$ cat src/rtl/irqarb_pkg.sv
// Package: shared constants and code mappings for the interrupt bid arbiter.
// Assumes six request kinds, indexed so that a higher index wins a tie.
package irqarb_pkg;

    localparam int NTYPE  = 6;
    localparam int TYPE_W = 3;

    localparam logic [TYPE_W-1:0] K_TX   = 3'd0;
    localparam logic [TYPE_W-1:0] K_RX   = 3'd1;
    localparam logic [TYPE_W-1:0] K_COS  = 3'd2;
    localparam logic [TYPE_W-1:0] K_ADR  = 3'd3;
    localparam logic [TYPE_W-1:0] K_XON  = 3'd4;
    localparam logic [TYPE_W-1:0] K_BRK  = 3'd5;

    // Two-bit class code written into vector bits above the channel field.
    function automatic logic [1:0] class_of(input logic [TYPE_W-1:0] k);
        case (k)
            K_TX:    class_of = 2'b01;
            K_RX:    class_of = 2'b10;
            default: class_of = 2'b00;
        endcase
    endfunction

    // Three-bit code for the kinds that are neither transmit nor receive.
    function automatic logic [2:0] other_of(input logic [TYPE_W-1:0] k);
        case (k)
            K_COS:   other_of = 3'b001;
            K_XON:   other_of = 3'b010;
            K_ADR:   other_of = 3'b011;
            K_BRK:   other_of = 3'b100;
            default: other_of = 3'b000;
        endcase
    endfunction

endpackage

$ cat src/rtl/irqarb_chan_pick.sv
// Module: picks the strongest unmasked request inside one channel.
// Ordering key is {priority field, kind index}; assumes kind index < 2**TYPE_W.
module irqarb_chan_pick
    import irqarb_pkg::*;
#(
    parameter int MSB_W = 3
) (
    input  logic [NTYPE-1:0]       req_i,
    input  logic [NTYPE-1:0]       mask_i,
    input  logic [NTYPE*MSB_W-1:0] msb_i,
    output logic                   has_o,
    output logic [MSB_W-1:0]       msb_o,
    output logic [TYPE_W-1:0]      kind_o
);

    // Linear scan over the kinds keeping the largest {priority, kind} key.
    always_comb begin
        logic                  found;
        logic [MSB_W-1:0]      best_msb;
        logic [TYPE_W-1:0]     best_kind;
        logic [MSB_W-1:0]      cand;
        found     = 1'b0;
        best_msb  = '0;
        best_kind = '0;
        for (int t = 0; t < NTYPE; t++) begin
            cand = msb_i[t*MSB_W +: MSB_W];
            if (req_i[t] && mask_i[t]) begin
                if (!found || {cand, TYPE_W'(t)} > {best_msb, best_kind}) begin
                    best_msb  = cand;
                    best_kind = TYPE_W'(t);
                end
                found = 1'b1;
            end
        end
        has_o  = found;
        msb_o  = best_msb;
        kind_o = best_kind;
    end

endmodule

$ cat src/rtl/irqarb_max.sv
// Module: selects the winning channel from per-channel best bids.
// The bid is {priority field, channel}; scanning upward with >= lets the higher
// channel win when priority fields tie. Assumes channel numbers fit in CH_W bits.
module irqarb_max
    import irqarb_pkg::*;
#(
    parameter int NCH   = 8,
    parameter int MSB_W = 3,
    parameter int CH_W  = $clog2(NCH)
) (
    input  logic [NCH-1:0]        has_i,
    input  logic [NCH*MSB_W-1:0]  msb_i,
    input  logic [NCH*TYPE_W-1:0] kind_i,
    output logic                  win_valid_o,
    output logic [CH_W-1:0]       win_ch_o,
    output logic [TYPE_W-1:0]     win_kind_o
);

    // Running maximum across channels; ties go to the later (higher) channel.
    always_comb begin
        logic              found;
        logic [MSB_W-1:0]  best_msb;
        logic [CH_W-1:0]   best_ch;
        logic [TYPE_W-1:0] best_kind;
        found     = 1'b0;
        best_msb  = '0;
        best_ch   = '0;
        best_kind = '0;
        for (int c = 0; c < NCH; c++) begin
            if (has_i[c]) begin
                if (!found || msb_i[c*MSB_W +: MSB_W] >= best_msb) begin
                    best_msb  = msb_i[c*MSB_W +: MSB_W];
                    best_ch   = CH_W'(c);
                    best_kind = kind_i[c*TYPE_W +: TYPE_W];
                end
                found = 1'b1;
            end
        end
        win_valid_o = found;
        win_ch_o    = best_ch;
        win_kind_o  = best_kind;
    end

endmodule

$ cat src/rtl/irqarb_cur_reg.sv
// Module: holds the acknowledged winner, builds the vector, drives the IRQ line.
// Assumes VEC_W >= CH_W + 2 so the class field fits above the channel field.
module irqarb_cur_reg
    import irqarb_pkg::*;
#(
    parameter int CH_W  = 3,
    parameter int VEC_W = 8
) (
    input  logic              clk,
    input  logic              rst_n,
    input  logic              any_i,
    input  logic              win_valid_i,
    input  logic [CH_W-1:0]   win_ch_i,
    input  logic [TYPE_W-1:0] win_kind_i,
    input  logic              iack_i,
    input  logic [1:0]        vmode_i,
    input  logic [VEC_W-1:0]  vec_base_i,
    output logic              irq_n_o,
    output logic              cur_valid_o,
    output logic [CH_W-1:0]   cur_ch_o,
    output logic [1:0]        cur_class_o,
    output logic [2:0]        cur_other_o,
    output logic [VEC_W-1:0]  vector_o
);

    localparam int CLS_LO = CH_W;

    logic [CH_W-1:0]  nxt_ch;
    logic [1:0]       nxt_cls;
    logic [2:0]       nxt_oth;
    logic [VEC_W-1:0] nxt_vec;

    // Fields of the next snapshot; all zero when nothing is pending.
    always_comb begin
        nxt_ch  = win_valid_i ? win_ch_i : '0;
        nxt_cls = win_valid_i ? class_of(win_kind_i) : 2'b00;
        nxt_oth = win_valid_i ? other_of(win_kind_i) : 3'b000;
        nxt_vec = vec_base_i;
        if (vmode_i != 2'd0) nxt_vec[CH_W-1:0] = nxt_ch;
        if (vmode_i[1])      nxt_vec[CLS_LO +: 2] = nxt_cls;
    end

    // Registered interrupt line, low while any unmasked request exists.
    always_ff @(posedge clk) begin
        if (!rst_n) irq_n_o <= 1'b1;
        else        irq_n_o <= ~any_i;
    end

    // Snapshot of the winner, taken only on acknowledge.
    always_ff @(posedge clk) begin
        if (!rst_n) begin
            cur_valid_o <= 1'b0;
            cur_ch_o    <= '0;
            cur_class_o <= 2'b00;
            cur_other_o <= 3'b000;
            vector_o    <= '0;
        end else if (iack_i) begin
            cur_valid_o <= win_valid_i;
            cur_ch_o    <= nxt_ch;
            cur_class_o <= nxt_cls;
            cur_other_o <= nxt_oth;
            vector_o    <= nxt_vec;
        end
    end

endmodule

$ cat src/rtl/irq_bid_arbiter.sv
// Top: interrupt bid arbiter over NCH channels with six request kinds each.
// Per-channel pickers feed a cross-channel maximum; the result is sampled on
// acknowledge. Assumes requests are level signals cleared by their sources.
module irq_bid_arbiter
    import irqarb_pkg::*;
#(
    parameter int NCH   = 8,
    parameter int MSB_W = 3,
    parameter int VEC_W = 8,
    parameter int CH_W  = $clog2(NCH)
) (
    input  logic                       clk,
    input  logic                       rst_n,
    input  logic [NCH*NTYPE-1:0]       req_i,
    input  logic [NCH*NTYPE-1:0]       mask_i,
    input  logic [NCH*NTYPE*MSB_W-1:0] bid_msb_i,
    input  logic                       iack_i,
    input  logic [1:0]                 vmode_i,
    input  logic [VEC_W-1:0]           vec_base_i,
    output logic                       irq_n_o,
    output logic                       cur_valid_o,
    output logic [CH_W-1:0]            cur_ch_o,
    output logic [1:0]                 cur_class_o,
    output logic [2:0]                 cur_other_o,
    output logic [VEC_W-1:0]           vector_o
);

    localparam int FLD_W = NTYPE * MSB_W;

    logic [NCH-1:0]        ch_has;
    logic [NCH*MSB_W-1:0]  ch_msb;
    logic [NCH*TYPE_W-1:0] ch_kind;
    logic                  win_valid;
    logic [CH_W-1:0]       win_ch;
    logic [TYPE_W-1:0]     win_kind;

    for (genvar c = 0; c < NCH; c++) begin : g_chan
        irqarb_chan_pick #(.MSB_W(MSB_W)) u_pick (
            .req_i  (req_i[c*NTYPE +: NTYPE]),
            .mask_i (mask_i[c*NTYPE +: NTYPE]),
            .msb_i  (bid_msb_i[c*FLD_W +: FLD_W]),
            .has_o  (ch_has[c]),
            .msb_o  (ch_msb[c*MSB_W +: MSB_W]),
            .kind_o (ch_kind[c*TYPE_W +: TYPE_W])
        );
    end

    irqarb_max #(.NCH(NCH), .MSB_W(MSB_W), .CH_W(CH_W)) u_max (
        .has_i       (ch_has),
        .msb_i       (ch_msb),
        .kind_i      (ch_kind),
        .win_valid_o (win_valid),
        .win_ch_o    (win_ch),
        .win_kind_o  (win_kind)
    );

    irqarb_cur_reg #(.CH_W(CH_W), .VEC_W(VEC_W)) u_cur (
        .clk         (clk),
        .rst_n       (rst_n),
        .any_i       (|ch_has),
        .win_valid_i (win_valid),
        .win_ch_i    (win_ch),
        .win_kind_i  (win_kind),
        .iack_i      (iack_i),
        .vmode_i     (vmode_i),
        .vec_base_i  (vec_base_i),
        .irq_n_o     (irq_n_o),
        .cur_valid_o (cur_valid_o),
        .cur_ch_o    (cur_ch_o),
        .cur_class_o (cur_class_o),
        .cur_other_o (cur_other_o),
        .vector_o    (vector_o)
    );

endmodule

$ cat config.mk
export PLATFORM = sky130hd
export DESIGN_NAME = irq_bid_arbiter
export DESIGN_NICKNAME = d
export VERILOG_FILES = /design/src/rtl/irqarb_pkg.sv /design/src/rtl/irqarb_chan_pick.sv /design/src/rtl/irqarb_max.sv /design/src/rtl/irqarb_cur_reg.sv /design/src/rtl/irq_bid_arbiter.sv
export SDC_FILE = /design/constraint.sdc
export NUM_CORES = 1
export LEC_CHECK = 0
export BUFFER_PORTS_ARGS = -buffer_cell sky130_fd_sc_hd__buf_2
export CAP_MARGIN = 20
export CORE_ASPECT_RATIO = 0.9
export CORE_UTILIZATION = 26
export CTS_CLUSTER_SIZE = 30
export DETAILED_ROUTE_END_ITERATION = 8
export PLACE_DENSITY = 0.55
export SLEW_MARGIN = 20
export SYNTH_ARGS = -nofsm -noshare
export SYNTH_HDL_FRONTEND = slang
export SYNTH_SLANG_ARGS = --single-unit
export TNS_END_PERCENT = 10
$ cat constraint.sdc
create_clock -name clk -period 19.82 [get_ports clk]
set_clock_uncertainty 0.2 [all_clocks]
set_input_delay 0.991 -clock clk [delete_from_list [all_inputs] [get_ports clk]]
set_output_delay 0.991 -clock clk [all_outputs]
set_load 0.02 [all_outputs]
==> results_dict.tcl <==
set metrics [dict create \
    p_int_uw 260 \
    vias 8288 \
    ys.flop_type "dfxtp_1" \
    syn_area_per_cell_um2 7.00 \
    worst_setup_path_start_kind "input pin" \
    finalMaxSlewViolations 0 \
    instances_no_fill 1617 \
    yosysSeqAreaShare_pct 5.12 \
    cap_violations 0 \
    power_switching_uw 276 \
    path_common_cell "ha_1" \
    synth.most_common_cell "nand2_1" \
    cts_root_buf "clkbuf_16" \
    cts_buffer_depth 2 \
    fillers 2889 \
    htreeDepth 1 \
    max_freq_mhz 55.4 \
    gr-usage-all-layers_pct 15.7 \
    dieArea_mm2 0.0277 \
    crit_path_max_incr_delay_ns 0.54 \
    drc_errors 0 \
    fin_setup_tns_ns 0 \
    die_y_um 158 \
    setup_viol 0 \
    drtAntennaViolNets 0 \
    core_area_mm2 0.0263 \
    async_flop_share_pct 0 \
    synth_edf_count 0 \
    area_growth_pct 26.1 \
    cts.clk_slew.worst_paths_ns 0.05 \
    cp_max_fo 10 \
    syn_inst 1006 \
    detail_route.wl_per_cell_um 14.1 \
    slowest_stage "a311oi_4" \
    synth_top_area_share_pct 17.8 \
    cp_data_arrival_time_ns 18.00 \
    yosys.area.top_type "ha_1" \
    grt_overflow 0 \
    hpwlAfterDp_um 20300 \
    rsz0062_at_grt "no" \
    gp_congestion 0.878 \
    grt_pass1_wl_um 36200 \
    synthTopCellsByArea "ha_1 18%, a21oi_1 6.9%, nand2_1 6.1%, dfxtp_1 5.1%, mux2i_1 4.7%" \
    synth_area_mm2 0.00704 \
    rows 56 \
    critical_path_class "in -> reg" \
    avgViaCountPerCell 5.13 \
    grt_pass1_vias 7468 \
    place_inst 1613 \
    drive_gt1_share_pct 26.5 \
    die_w_um 175 \
    powerDensity_mw_per_mm2 60.4 \
    grt_max_degree 22 \
    synth_common_cells "114 x nand2_1, 100 x ha_1, 97 x a21oi_1" \
    syn_nets 1359 \
    comb_power_share_pct 83.7 \
    ir_drop_mv 0.0415 \
    relSlewSlack_pct 48.1 \
    ys_types 102 \
    cts_sinks 18 \
    tightest_slew_ns 0.778 \
    hold_ws_ns 0.263 \
    swShare_pct 51.6 \
    crit_required_ns 19.75 \
    drtIter0Drc 433 \
    pre_cts_ws_ns 0.843 \
    antenna_found_initial 1 \
    finalCritPeriodShare_pct 91.2 \
    drt_wl_total_um 22800 \
    worstHoldPathType "reg -> reg" \
    pwr-share-seq_pct 9.1 \
    status "complete, no violations" \
    clock_latency_ns 0.24 \
    fin_ws_ns 1.75 \
    finalHoldViolCount 0 \
    start_util_pct 26.7 \
    io_buffers 270 \
    cts_buffers 3 \
    cts_tree "built" \
    cp-end-kind "flip-flop" \
    firstDrtPassIters 5 \
    yosys_register_bits 18 \
    period_needed_ns 18.07 \
    io_pins 271 \
    layout.nets 1623 \
    leakage_nw 4.31 \
    ys_warn_count 0 \
    clkPwrFrac_pct 7.3 \
]
routing by layer:
metal / global-route usage (%) / vias up / share of wire [%]
met2: 25.2 / 245 / 43
met4: 1.95 / 0 / 0.90
met1: 22.5 / 3718 / 50
met5: 0 / - / 0
li1: - / 4307 / -
met3: 2.14 / 18 / 6.2
flip-flops by register name, summed over array words and instances (netlist names):
register           flops
u_cur.vector_o         8
u_cur.irq_n_o          1
u_cur.cur_valid_o      1
u_cur.cur_other_o      3
u_cur.cur_ch_o         3
u_cur.cur_class_o      2
worst paths after layout:
path                                      startpoint                   end  slack, ns  depth (start not counted)
worst min-delay path               u_cur.vector_o[2]     u_cur.vector_o[2]       0.26                          2
worst max-delay path                       mask_i[6]  u_cur.cur_class_o[1]       1.75                         84
worst max register to register  u_cur.cur_other_o[2]  u_cur.cur_other_o[2]      18.88                          2
worst min register to register     u_cur.vector_o[2]     u_cur.vector_o[2]       0.26                          2
per-stage QoR:
| step | area (um^2) | total power [mW] | utilization, % |
|---|---|---|---|
| floorplan | 7040 | 0.369 | - |
| global placement | 8780 | 0.487 | 33.3 |
| detailed placement | 8780 | 0.492 | 33.3 |
| CTS | 8850 | 0.534 | 33.6 |
| global route | 8880 | 0.601 | 33.7 |
| finish | 8880 | 0.536 | 33.7 |
power groups by stage:
stage,Combinational [mW],Clock [mW],Sequential [mW]
floorplan,0.310,0,0.0590
global placement,0.437,0,0.0494
detailed placement,0.442,0,0.0495
CTS,0.445,0.0400,0.0489
global route,0.508,0.0426,0.0497
finish,0.449,0.0389,0.0487
area by class of cell:
type | count | area (um^2) | area share [%]
tap | 348 | 435 | 4.90
sequential | 18 | 360 | 4.06
multi-input combinational | 892 | 6330 | 71.3
antenna | 1 | 2.50 | 0.0282
timing repair buffer | 271 | 1360 | 15.3
inverter | 84 | 315 | 3.55
clock buffer | 3 | 75.1 | 0.845
cell usage in the layout (no fill, tap or decap), drive strengths merged, types with 10 or more instances in the layout:
| master | n |
|---|---|
| mux2i | 34 |
| nand3 | 54 |
| nor2 | 80 |
| dfxtp | 18 |
| a21boi | 10 |
| o21ai | 66 |
| nand2b | 30 |
| nand2 | 114 |
| buf | 271 |
| o21a | 16 |
| a21o | 24 |
| a31oi | 10 |
| mux2 | 16 |
| nor2b | 27 |
| o211ai | 16 |
| a211oi | 17 |
| a21oi | 98 |
| and3 | 12 |
| nor3 | 14 |
| ha | 100 |
| inv | 82 |
| and2 | 14 |
critical path, delay by kind of cell:
kind / cells / cell delay [ns]
AOI/OAI and AO/OA: 34 / 7.70
adders and majority gates: 12 / 3.04
buffers and inverters: 4 / 0.37
muxes: 4 / 1.24
and+or+nand+nor: 30 / 4.63
kinds of logic after synthesis:
group	after synthesis	share of synthesized area [%]
buffers and inverters	96	5.26
adder cells (fa/ha/maj)	103	18.2
AND/OR/NAND/NOR	390	28.4
AO/OA/AOI/OAI	349	35.4
multiplexers	50	7.55
flip-flops	18	5.12
what timing repair did:
item | in CTS | in global routing
hold buffers | 0 | 0
endpoints found under the setup margin | 0 | 9
buffers inserted | 0 | 0
resized for setup | 0 | 4
Power figures use the tool's default switching activity.
